--- config.mk ---
export PLATFORM = sky130hd
export DESIGN_NAME = cfg_i2c_slave
export DESIGN_NICKNAME = d
export VERILOG_FILES = /design/src/rtl/cfg_i2c_slave.sv
export SDC_FILE = /design/constraint.sdc
export NUM_CORES = 1
export LEC_CHECK = 0
export BUFFER_PORTS_ARGS = -buffer_cell sky130_fd_sc_hd__buf_2
export CAP_MARGIN = 20
export CORE_MARGIN = 1
export CORE_UTILIZATION = 48
export CTS_CLUSTER_SIZE = 10
export DETAILED_ROUTE_END_ITERATION = 8
export GPL_TIMING_DRIVEN = 0
export PLACE_DENSITY = 0.86
export SYNTH_ARGS = -nofsm -noshare
export SYNTH_HDL_FRONTEND = slang
export SYNTH_SLANG_ARGS = --single-unit
--- constraint.sdc ---
create_clock -name clk -period 1.71 [get_ports clk]
set_input_delay 0.171 -clock clk [delete_from_list [all_inputs] [get_ports clk]]
set_output_delay 0.171 -clock clk [all_outputs]
set_load 0.02 [all_outputs]
--- src/rtl/cfg_i2c_slave.sv ---
module cfg_i2c_slave #(
  parameter logic [6:0] DEV_ADDR = 7'b1101001
) (
  input  logic       clk,
  input  logic       rst_n,
  input  logic       scl_i,
  input  logic       sda_i,
  output logic       sda_pull_o,
  output logic [7:0] func_o,
  output logic [7:0] cpu_en_o,
  output logic [7:0] pci_en_o,
  output logic [7:0] sdr_lo_en_o,
  output logic [7:0] sdr_hi_en_o,
  output logic [7:0] per_en_o
);
  localparam int NREG = 6;
  localparam int IW   = $clog2(NREG + 1);

  function automatic logic [7:0] keep_mask(input int i);
    case (i)
      0:       keep_mask = 8'h03;
      1:       keep_mask = 8'h8F;
      2:       keep_mask = 8'h7F;
      3:       keep_mask = 8'hFF;
      4:       keep_mask = 8'h0F;
      5:       keep_mask = 8'h11;
      default: keep_mask = 8'h00;
    endcase
  endfunction

  typedef enum logic [2:0] {S_IDLE, S_ADDR, S_AWAIT, S_AHOLD, S_DATA, S_IGN} st_t;

  logic [1:0]    scl_sy, sda_sy;
  logic          scl_q, sda_q;
  st_t           state;
  logic [2:0]    bitcnt;
  logic [7:0]    sh;
  logic [IW-1:0] idx;
  logic [7:0]    cfg [NREG];

  wire scl_s     = scl_sy[1];
  wire sda_s     = sda_sy[1];
  wire scl_rise  = scl_s & ~scl_q;
  wire scl_fall  = ~scl_s & scl_q;
  wire start_det = scl_s & scl_q & sda_q & ~sda_s;
  wire stop_det  = scl_s & scl_q & ~sda_q & sda_s;
  wire [7:0] rx_byte = {sh[6:0], sda_s};

  always_ff @(posedge clk or negedge rst_n) begin
    if (!rst_n) begin
      scl_sy <= 2'b11;
      sda_sy <= 2'b11;
      scl_q  <= 1'b1;
      sda_q  <= 1'b1;
    end else begin
      scl_sy <= {scl_sy[0], scl_i};
      sda_sy <= {sda_sy[0], sda_i};
      scl_q  <= scl_s;
      sda_q  <= sda_s;
    end
  end

  always_ff @(posedge clk or negedge rst_n) begin
    if (!rst_n) begin
      state      <= S_IDLE;
      bitcnt     <= '0;
      sh         <= '0;
      idx        <= '0;
      sda_pull_o <= 1'b0;
      for (int i = 0; i < NREG; i++) cfg[i] <= (i == 0) ? 8'h00 : keep_mask(i);
    end else if (start_det) begin
      state      <= S_ADDR;
      bitcnt     <= '0;
      idx        <= '0;
      sda_pull_o <= 1'b0;
    end else if (stop_det) begin
      state      <= S_IDLE;
      idx        <= '0;
      sda_pull_o <= 1'b0;
    end else begin
      case (state)
        S_ADDR: if (scl_rise) begin
          sh     <= rx_byte;
          bitcnt <= bitcnt + 3'd1;
          if (bitcnt == 3'd7)
            state <= (sh[6:0] == DEV_ADDR && !sda_s) ? S_AWAIT : S_IGN;
        end
        S_DATA: if (scl_rise) begin
          sh     <= rx_byte;
          bitcnt <= bitcnt + 3'd1;
          if (bitcnt == 3'd7) begin
            state <= S_AWAIT;
            if (idx < IW'(NREG)) begin
              for (int i = 0; i < NREG; i++)
                if (idx == IW'(i)) cfg[i] <= rx_byte & keep_mask(i);
              idx <= idx + 1'b1;
            end
          end
        end
        S_AWAIT: if (scl_fall) begin
          sda_pull_o <= 1'b1;
          state      <= S_AHOLD;
        end
        S_AHOLD: if (scl_fall) begin
          sda_pull_o <= 1'b0;
          bitcnt     <= '0;
          state      <= S_DATA;
        end
        default: ;
      endcase
    end
  end

  assign func_o      = cfg[0];
  assign cpu_en_o    = cfg[1];
  assign pci_en_o    = cfg[2];
  assign sdr_lo_en_o = cfg[3];
  assign sdr_hi_en_o = cfg[4];
  assign per_en_o    = cfg[5];

  wire [8*NREG-1:0] cfg_flat = {per_en_o, sdr_hi_en_o, sdr_lo_en_o, pci_en_o, cpu_en_o, func_o};

  p_ack_starts_low_r2: assert property (@(posedge clk) disable iff (!rst_n)
    $rose(sda_pull_o) |-> !scl_s);
  p_ignore_quiet_r3: assert property (@(posedge clk) disable iff (!rst_n)
    (state == S_IGN) |-> !sda_pull_o);
  p_regs_only_in_data_r4: assert property (@(posedge clk) disable iff (!rst_n)
    (state != S_DATA) |=> $stable(cfg_flat));
  p_idx_bound_r6: assert property (@(posedge clk) disable iff (!rst_n)
    idx <= IW'(NREG));
  p_start_restarts_r7: assert property (@(posedge clk) disable iff (!rst_n)
    start_det |=> (idx == '0 && state == S_ADDR));
  p_stop_release_r8: assert property (@(posedge clk) disable iff (!rst_n)
    stop_det |=> !sda_pull_o);
endmodule

# Word level (Yosys, flattened, before mapping)
# Cells that the tools add are included.
# Widths: inputs -> output; s select.
[word_totals]
in_bits = 4
out_inout_bits = 49
elab_cells = 147
reg_bits = 71
[op_classes]
addsub = 2
n_bitwise = 19
n_eq_ne = 20
n_reduce_logical = 22
magnitude_cmp = 1
muxes = 68
[op_table]
columns = ["op", "n"]
rows = [
  ["$mux 8", 42],
  ["$mux 3", 19],
  ["$reduce_and 7->1", 7],
  ["$and 8x8->8", 6],
  ["$ne 4x4->1 const B", 6],
  ["$reduce_bool 3->1", 5],
  ["$eq 3x2->1 const B", 4],
  ["$eq 3x3->1 const B", 4],
  ["$pmux 3 s4", 1],
  ["$reduce_and 4->1", 3],
  ["$and 1x1->1", 7],
  ["$eq 7x7->1 const B", 1],
  ["$add 3x1->3 const B", 2],
  ["$eq 3x1->1 const B", 2],
  ["$not 1->1", 6],
  ["$pmux 3 s2", 1],
  ["$reduce_bool 6->1", 1],
  ["$mux 1", 4],
  ["$reduce_bool 4->1", 1],
  ["$logic_not 3->1", 1],
  ["$lt 3x3->1 const B", 1],
  ["$ne 3x1->1 const B", 1],
  ["$ne 3x3->1 const B", 1],
  ["$reduce_and 3->1", 1],
  ["other kinds (5)", 5],
]

# Depth between registers and ports, before layout
# Gate-level depths: netlist of run 1.
[depth]
ltp_word = 9
depth_mapped = 7
ltp_nobuf = 7

# Least setup slack after synthesis of run 1
# OpenSTA, ideal clock, no wires.
[synth_timing]
path_type = "register to register"
startpoint = "register bitcnt[0]"
endpoint = "register state[2]"
path_stages_with_launch = 8
t_arrival_ps = 1715
slack_ps = -116
synth_period_minus_slack_ps = 1826
required_time_ps = 1599
setup_ps = 111
cell_sequence = "dfrtp_1 > ha_1 > ha_1 > and4bb_2 > and3_1 > a41oi_1 > o21ai_1 > a222oi_1"
[synth_via]
elab_chain_len = 3
word_cells_on_any_way = 4
[synth_rtl]
columns = ["item", "line", "text"]
rows = [
  ["from (decl)", "36", "logic [2:0] bitcnt;"],
  ["from (signal assigned)", "84", "bitcnt <= bitcnt + 3'd1;"],
  ["from (signal assigned)", "90", "bitcnt <= bitcnt + 3'd1;"],
  ["$eq 3x3->1 (*)", "85, 91", ""],
  ["$ne 4x4->1 (no line)", "n/a", ""],
  ["$reduce_and 7->1 (no line) (*)", "n/a", ""],
  ["to (signal assigned)", "86", "state <= (sh[6:0] == DEV_ADDR && !sda_s) ? S_AWAIT : S_IGN;"],
  ["to (decl)", "35", "st_t state;"],
]
# Every way passes the cells marked *; elsewhere a longest branch is shown, timed or not.
# A chain may end at the register's enable or synchronous reset.

# Final worst setup path of run 1
[layout_timing]
startpoint = "register bitcnt[0]"
endpoint = "register cfg (netlist bit pci_en_o[3])"
[layout_via]
elab_chain_len = 2
[layout_rtl]
columns = ["item", "line", "text"]
rows = [
  ["$eq 3x3->1", "91", "if (bitcnt == 3'd7) begin"],
  ["$reduce_and 7->1 (no line)", "n/a", ""],
  ["to (signal, indexed assignment)", "95", "if (idx == IW'(i)) cfg[i] <= rx_byte & keep_mask(i);"],
  ["to (decl)", "39", "logic [7:0] cfg [NREG];"],
]
# Every way passes these cells.

==> impl_summary.log, run 1 <==
[metrics] result of the run: finished with violations
[metrics] violated checks: negative setup slack
[metrics] cell chain of the critical path: ha_2 > ha_2 > and4bb_2 > nand3_4 > nor2_4 > nand2_4 > mux2_2
[metrics] CP max stage cell: sky130_fd_sc_hd__dfrtp_1
[metrics] total I/O pin count: 53
[metrics] first drt pass iteration count: 5
[metrics] count of flip-flops with a built-in enable after synthesis: 0
[metrics] power per cell area: roughly 980 nW/um2
[metrics] required time of the critical path: 1950 ps
[metrics] relative slew slack: 65.1%
[metrics] starting density of the core: 50.6%
[metrics] part of the cycle the worst path needs: 108%
[metrics] DRC Markers: 0
[metrics] Crit path top cell by count: sky130_fd_sc_hd__ha_2
[metrics] Primary FF master, synth: sky130_fd_sc_hd__dfstp_2
[metrics] largest area contributor in the netlist: sky130_fd_sc_hd__dfstp_2
[metrics] number of vias per cell after detailed routing: 5.03
[metrics] die outline height: around 73 um
[metrics] clock slew seen by the registers of the worst setup and hold paths: 100 ps
[metrics] area share of the leading cell type in the synthesized netlist: 34.7%
[metrics] pin count of the biggest net entering global routing: 52
[metrics] post-layout min period: roughly 1800 ps
[metrics] GRT Total Usage: 18.5%
[metrics] Diodes inserted: 0
[metrics] post-synthesis sequential area ratio: 54.4%
[metrics] number of synthesized register bits: slightly above 50
[metrics] unrepaired setup endpoints after global routing: true
[metrics] Area growth, synth to finish: 28.2%
[metrics] buffer levels on the longest clock path: 2
[metrics] Filler Cell Count: 320
[metrics] Lkg Pwr: approximately 1.5 nW
[metrics] detailed-route wire length per cell: 14.4 um
[metrics] gp weighted congestion: 0.841
[metrics] mean instance size in the synthesized netlist: 12.5 um2
[metrics] Hold Vio Cnt, Final: 0
[metrics] Post-Synthesis Cells: 194
[metrics] final setup slack of the worst path: -136 ps
[metrics] wire length of the first global-routing pass: 7330 um
[metrics] post-layout util: 64.9%
[metrics] placement-stage worst setup slack: -300 ps
[metrics] latest clock arrival within the worst-skew pair: 310 ps
[metrics] Hold Crit Class: primary input to async pin
[metrics] layout cells sized above 1: 63.6%
[metrics] DRC violation total after the first TritonRoute iteration: 59
[metrics] highest achievable clock rate: 542 MHz
[metrics] CP Launch Type: flip-flop
[metrics] width of the die: 73.0 um
[metrics] class of the most critical setup path: flip-flop to flip-flop
[metrics] number of buffers inserted by port buffering: 32
[metrics] met1 wire length: 1960 um
[metrics] total chip power: 3.05 mW
[metrics] topmost layer with routed signal wires: met4
[metrics] TritonCTS Buffers: 5
[metrics] Rows: 25
[metrics] sum of negative setup slack: -3250 ps
[metrics] peak fanout along the critical path: 7
[metrics] actual slew at the worst max-slew pin: 523 ps
[metrics] reg-to-reg setup timing slack: -140 ps
[metrics] Die Footprint: 5330 um2
[metrics] top cells by area, synth: sky130_fd_sc_hd__dfstp_2 35%, sky130_fd_sc_hd__dfrtp_1 20%, sky130_fd_sc_hd__mux2_2 16%
[metrics] remaining global-route overflow: 0
[metrics] yosys warns: 0
[metrics] number of violations of the max-capacitance limit: 0
[metrics] endpoint class of the critical path: flip-flop
[metrics] most frequent standard cell in the layout excluding fill and tap cells: sky130_fd_sc_hd__mux2_2
[metrics] number of distinct library cells after synthesis: 39
[metrics] clock tree from TritonCTS: yes
[metrics] commonest cells after routing, fill and taps aside: 35 x sky130_fd_sc_hd__mux2_2, 32 x sky130_fd_sc_hd__dfstp_2, 32 x sky130_fd_sc_hd__buf_2
[metrics] Antenna Violating Nets Remaining: 0
[metrics] Max rail drop VDD: 0.731 mV
[metrics] clk_skew: 10.9 ps
[metrics] data arrival time at the worst-slack endpoint: 2090 ps
[metrics] largest stage delay on the critical path: 380 ps
[metrics] endpoints failing setup: 33
[metrics] H-Tree Depth: 2
[metrics] vias in the first global route: 1579
[metrics] pins over their slew limit: 0
[metrics] met2 wire len: 2440 um
[metrics] met3 routed wirelength: 253 um
[metrics] fin nets: around 270
[metrics] detailed placement HPWL: about 3000 um
[metrics] Syn Std Cell Area: 2420 um2
[metrics] core region area: between 4000 and 5000 um2
[metrics] total number of clock tree sinks: just over 50
[metrics] CTS Root Buffer Type: sky130_fd_sc_hd__clkbuf_8
[metrics] initial antenna violation count: 0
[metrics] aggregate routed wire length: roughly 4800 um
[metrics] proportion of register bits with asynchronous set or reset after synthesis: 100%
[metrics] vias after detailed routing: 1666
[worst max-delay path, delay by kind of cell (launching register included)]
kind / cells / cell delay (ps)
adder cells (fa/ha/maj): 2 / 310
multiplexers: 1 / 300
AND/OR/NAND/NOR: 4 / 790
flip-flops: 1 / 380
[Yosys cell counts (2+ instances only)]
library cell               count
sky130_fd_sc_hd__dfstp_2      32
sky130_fd_sc_hd__nor2_1        5
sky130_fd_sc_hd__inv_1         8
sky130_fd_sc_hd__mux2_2       35
sky130_fd_sc_hd__nor4bb_1      2
sky130_fd_sc_hd__buf_4        20
sky130_fd_sc_hd__mux2i_1       3
sky130_fd_sc_hd__nand2b_1      2
sky130_fd_sc_hd__nand2_1      14
sky130_fd_sc_hd__o21ai_0       6
sky130_fd_sc_hd__xnor2_1       2
sky130_fd_sc_hd__and3_1        2
sky130_fd_sc_hd__dfrtp_1      19
sky130_fd_sc_hd__a21oi_1       5
sky130_fd_sc_hd__o211ai_1      2
sky130_fd_sc_hd__nand2_2       2
sky130_fd_sc_hd__ha_1          7
sky130_fd_sc_hd__nand3_1       4
sky130_fd_sc_hd__buf_2         4
[flip-flops by register name (all words and copies together), names as in the netlist]
| register | count |
|---|---|
| sh | 7 |
| sdr_lo_en_o | 8 |
| scl_sy | 2 |
| idx | 3 |
| sda_q | 1 |
| pci_en_o | 7 |
| scl_q | 1 |
| state | 3 |
| sda_pull_o | 1 |
| cpu_en_o | 5 |
| func_o | 2 |
| sdr_hi_en_o | 4 |
| bitcnt | 3 |
| sda_sy | 2 |
| per_en_o | 2 |
[layer usage]
metal  vias up  global-route usage [%]
li1        777                       -
met1       811                    21.9
met2        68                    31.8
met3        10                    4.83
met4         0                    7.84
met5         -                       0
[power by group]
group	total, mW	leakage [nW]	internal (mW)	switching, mW
Combinational	0.838	0.912	0.382	0.456
Sequential	1.50	0.581	1.36	0.147
Clock	0.712	0.0489	0.297	0.416
[final cells by class]
class	instances	area [um2]	share of cell area, %
buffer	25	203	6.53
clock buffer	5	68.8	2.22
clock inverter	3	22.5	0.726
inverter	8	30.0	0.967
multi-input combinational	129	1110	35.9
sequential	51	1320	42.4
tap	67	83.8	2.70
timing repair buffer	43	267	8.59
[per-stage QoR]
| stage | hold slack, ps | instances | instance area, um2 |
|---|---|---|---|
| after detailed placement | 278 | 312 | 2760 |
| after global routing | 369 | 331 | 3100 |
| after global placement | 276 | 312 | 2760 |
| after floorplan | -125 | 213 | 2520 |
| after CTS | 78.6 | 327 | 2980 |
| final | 362 | 331 | 3100 |
[repair_timing]
item / in CTS / in global routing
setup buffers: 5 / 1
endpoints found under the hold margin: 2 / 13
cloned: 0 / 1
gates resized for setup: 19 / 21
pin swaps: 4 / 8
hold buffers: 2 / 1
endpoints found under the setup margin: 40 / 43
[logic make-up (layout without fill, tap and decap cells)]
logic type      Yosys count  after routing  synth area share [%]
flops                    51             51                  54.4
simple gates             40             40                  8.99
mux                      38             38                  17.5
buf+inv                  33             84                  8.73
compound gates           22             22                  5.89
fa+ha+maj                 7              7                  3.62
xor+xnor                  2              2                 0.724
other cells               1             20                 0.155
[final timing paths]
check                      cells after the start  startpoint          end
min reg2reg                                    0   scl_sy[0]    scl_sy[1]
min                                            2       rst_n        sh[6]
max reg2reg                                    7   bitcnt[0]  pci_en_o[3]
max                                            7   bitcnt[0]  pci_en_o[3]
min in group clk                               0   scl_sy[0]    scl_sy[1]
max in group asynchronous                      3       rst_n  pci_en_o[1]
Note: power is estimated with default switching activity, not from simulation.
==> run 2: changes to the inputs <==
--- a/config.mk
+++ b/config.mk
@@ -11,7 +11,6 @@
 export CORE_UTILIZATION = 48
 export CTS_CLUSTER_SIZE = 10
 export DETAILED_ROUTE_END_ITERATION = 8
-export GPL_TIMING_DRIVEN = 0
 export PLACE_DENSITY = 0.86
 export SYNTH_ARGS = -nofsm -noshare
 export SYNTH_HDL_FRONTEND = slang
==> run 2 against run 1 <==
  * The run still ends with negative setup slack left
  * Die area stayed put
  * Via count is 0.30% lower
  * Clock power is 30% higher
  * Critical path type unchanged
  * Critical endpoint is now state[1]
  * Highest routed layer unchanged
==> impl_summary.log, run 2 (synthesis gave the netlist of run 1 again) <==
[metrics] commonest cells after routing, fill and taps aside: 35 x sky130_fd_sc_hd__mux2_2, 32 x sky130_fd_sc_hd__dfstp_2, 32 x sky130_fd_sc_hd__buf_2
[metrics] Area growth, synth to finish: 25.0%
[metrics] aggregate routed wire length: 4900 um
[metrics] vias after detailed routing: 1661
[metrics] CP max stage cell: sky130_fd_sc_hd__dfrtp_1
[metrics] remaining global-route overflow: 0
[metrics] Crit path top cell by count: sky130_fd_sc_hd__ha_2
[metrics] highest achievable clock rate: 522 MHz
[metrics] final setup slack of the worst path: -205 ps
[metrics] Max rail drop VDD: 0.809 mV
[metrics] class of the most critical setup path: flip-flop to flip-flop
[metrics] Antenna Violating Nets Remaining: 0
[metrics] vias in the first global route: 1596
[metrics] Lkg Pwr: between 1 and 1.5 nW
[metrics] cell chain of the critical path: ha_2 > ha_2 > and4bb_2 > and3_4 > a41oi_4 > o21ai_2 > buf_4 > o211ai_1
[metrics] largest stage delay on the critical path: 410 ps
[metrics] Diodes inserted: 0
[metrics] unrepaired setup endpoints after global routing: true
[metrics] detailed placement HPWL: 3260 um
[metrics] gp weighted congestion: approximately 0.84
[metrics] Hold Vio Cnt, Final: 0
[metrics] most frequent standard cell in the layout excluding fill and tap cells: sky130_fd_sc_hd__mux2_2
[metrics] peak fanout along the critical path: 3
[metrics] buffer levels on the longest clock path: 2
[metrics] fin nets: 265
[metrics] clk_skew: 3.34 ps
[metrics] clock tree from TritonCTS: yes
[metrics] required time of the critical path: around 1900 ps
[metrics] initial antenna violation count: 0
[metrics] width of the die: 73.0 um
[metrics] core region area: 4790 um2
[metrics] result of the run: finished with violations
[metrics] Die Footprint: 5330 um2
[metrics] Rows: 25
[metrics] worst path buffer plus inverter count: 1
[metrics] pins over their slew limit: 0
[metrics] logic depth of the worst setup path including buffers: 8
[metrics] die outline height: 73.0 um
[metrics] worst slack on hold paths: 362 ps
[metrics] Placed Cells incl. Taps: ~300
[metrics] detailed-route wire length per cell: 15.2 um
[metrics] number of vias per cell after detailed routing: between 5 and 6
[metrics] part of the cycle the worst path needs: 112%
[metrics] CTS Root Buffer Type: sky130_fd_sc_hd__clkbuf_8
[metrics] starting density of the core: between 50 and 60%
[metrics] endpoints failing setup: 38
[metrics] DRC Markers: 0
[metrics] area of the multi-input gates: 1080 um2
[metrics] DRC violation total after the first TritonRoute iteration: 85
[metrics] Final Instance Area: 3030 um2
[metrics] total chip power: approximately 3.3 mW
[metrics] pin count of the biggest net entering global routing: 52
[metrics] sum of negative setup slack: -3490 ps
[metrics] Hold Crit Class: flip-flop to flip-flop
[metrics] post-layout util: 63.2%
[metrics] first drt pass iteration count: 4
[metrics] wire length of the first global-routing pass: 7560 um
[metrics] actual slew at the worst max-slew pin: 608 ps
[metrics] placement-stage worst setup slack: -181 ps
[metrics] power per cell area: 1100 nW/um2
[metrics] post-layout min period: 1920 ps
[metrics] Filler Cell Count: 357
[metrics] Largest delay share family, worst path: compound AO/OA/AOI/OAI gates
[metrics] register area: ~1300 um2
[metrics] GRT Total Usage: 19.3%
[metrics] CP Launch Type: flip-flop
[metrics] clock slew seen by the registers of the worst setup and hold paths: 90 ps
[metrics] TritonCTS Buffers: 5
[metrics] total number of clock tree sinks: 51
[metrics] number of violations of the max-capacitance limit: 0
[metrics] number of buffers inserted by port buffering: 32
[metrics] layout cells sized above 1: between 60% and 70%
[metrics] violated checks: negative setup slack
[metrics] H-Tree Depth: 2
[metrics] worst-case reg-to-reg path depth: 8
[metrics] number of non-filler instances in the completed layout: 322
[metrics] latest clock arrival within the worst-skew pair: about 300 ps
[metrics] flip-flop count of the largest register, all copies and words added: 8
[metrics] data arrival time at the worst-slack endpoint: between 2000 and 2500 ps
[metrics] total I/O pin count: 53
[metrics] relative slew slack: about 59%
[metrics] endpoint class of the critical path: flip-flop
[metrics] cell area reported after detailed placement: about 2700 um2
[metrics] hold depth: 0
## run 2: cell types whose count changed in the layout (fill, tap and decap cells not counted), sizes merged
cell / previous run / this run
buf: 65 / 56
bufinv: 0 / 1
clkbuf: 5 / 6
clkinv: 1 / 0
inv: 10 / 9
## run 2: power by group
part / total [mW] / internal (mW) / switching, mW
combinational: 0.947 / 0.430 / 0.516
sequential: 1.47 / 1.36 / 0.115
clock: 0.925 / 0.526 / 0.399
total: 3.34 / 2.31 / 1.03
## run 2: path summary, 6_finish.rpt
check                           from  slack [ps]        end
min                        scl_sy[0]         360  scl_sy[1]
max reg2reg                bitcnt[1]        -210   state[1]
min in group asynchronous      rst_n         500      sh[5]
max                        bitcnt[1]        -210   state[1]
min reg2reg                scl_sy[0]         360  scl_sy[1]
max in group asynchronous      rst_n         820      sh[1]
## run 2: final cells by class
| cell class | instances | share of cell area, % |
|---|---|---|
| Clock buffer | 6 | 3.10 |
| Sequential cell | 51 | 43.5 |
| Timing Repair Buffer | 59 | 12.6 |
| Tap cell | 67 | 2.77 |
| Inverter | 8 | 0.992 |
| Multi-Input combinational cell | 129 | 35.8 |
| Clock inverter | 2 | 1.20 |
## run 2: worst reg2reg max path, stage by stage (launching register included)
cell and delay, ps:
sky130_fd_sc_hd__dfrtp_1 410, sky130_fd_sc_hd__ha_2 180, sky130_fd_sc_hd__ha_2 160, sky130_fd_sc_hd__and4bb_2 260, sky130_fd_sc_hd__and3_4 170, sky130_fd_sc_hd__a41oi_4 190, sky130_fd_sc_hd__o21ai_2 100, sky130_fd_sc_hd__buf_4 140
sky130_fd_sc_hd__o211ai_1 210
## run 2: routing by layer
metal,GRT usage (%),up-vias,share of wire [%]
met5,0,-,0
met4,11.3,0,3.1
met3,3.73,12,4.8
met2,32.1,69,50
met1,23.2,821,42
li1,-,759,-
## run 2: timing repair
item                                    in CTS  in global routing
endpoints found under the setup margin      40                 42
hold endpoints to repair                    21                  0
gates resized for setup                     14                 11
cloned                                       0                  1
hold buffers                                 3                  0
pin swaps                                   10                  6
setup buffers                                3                  4
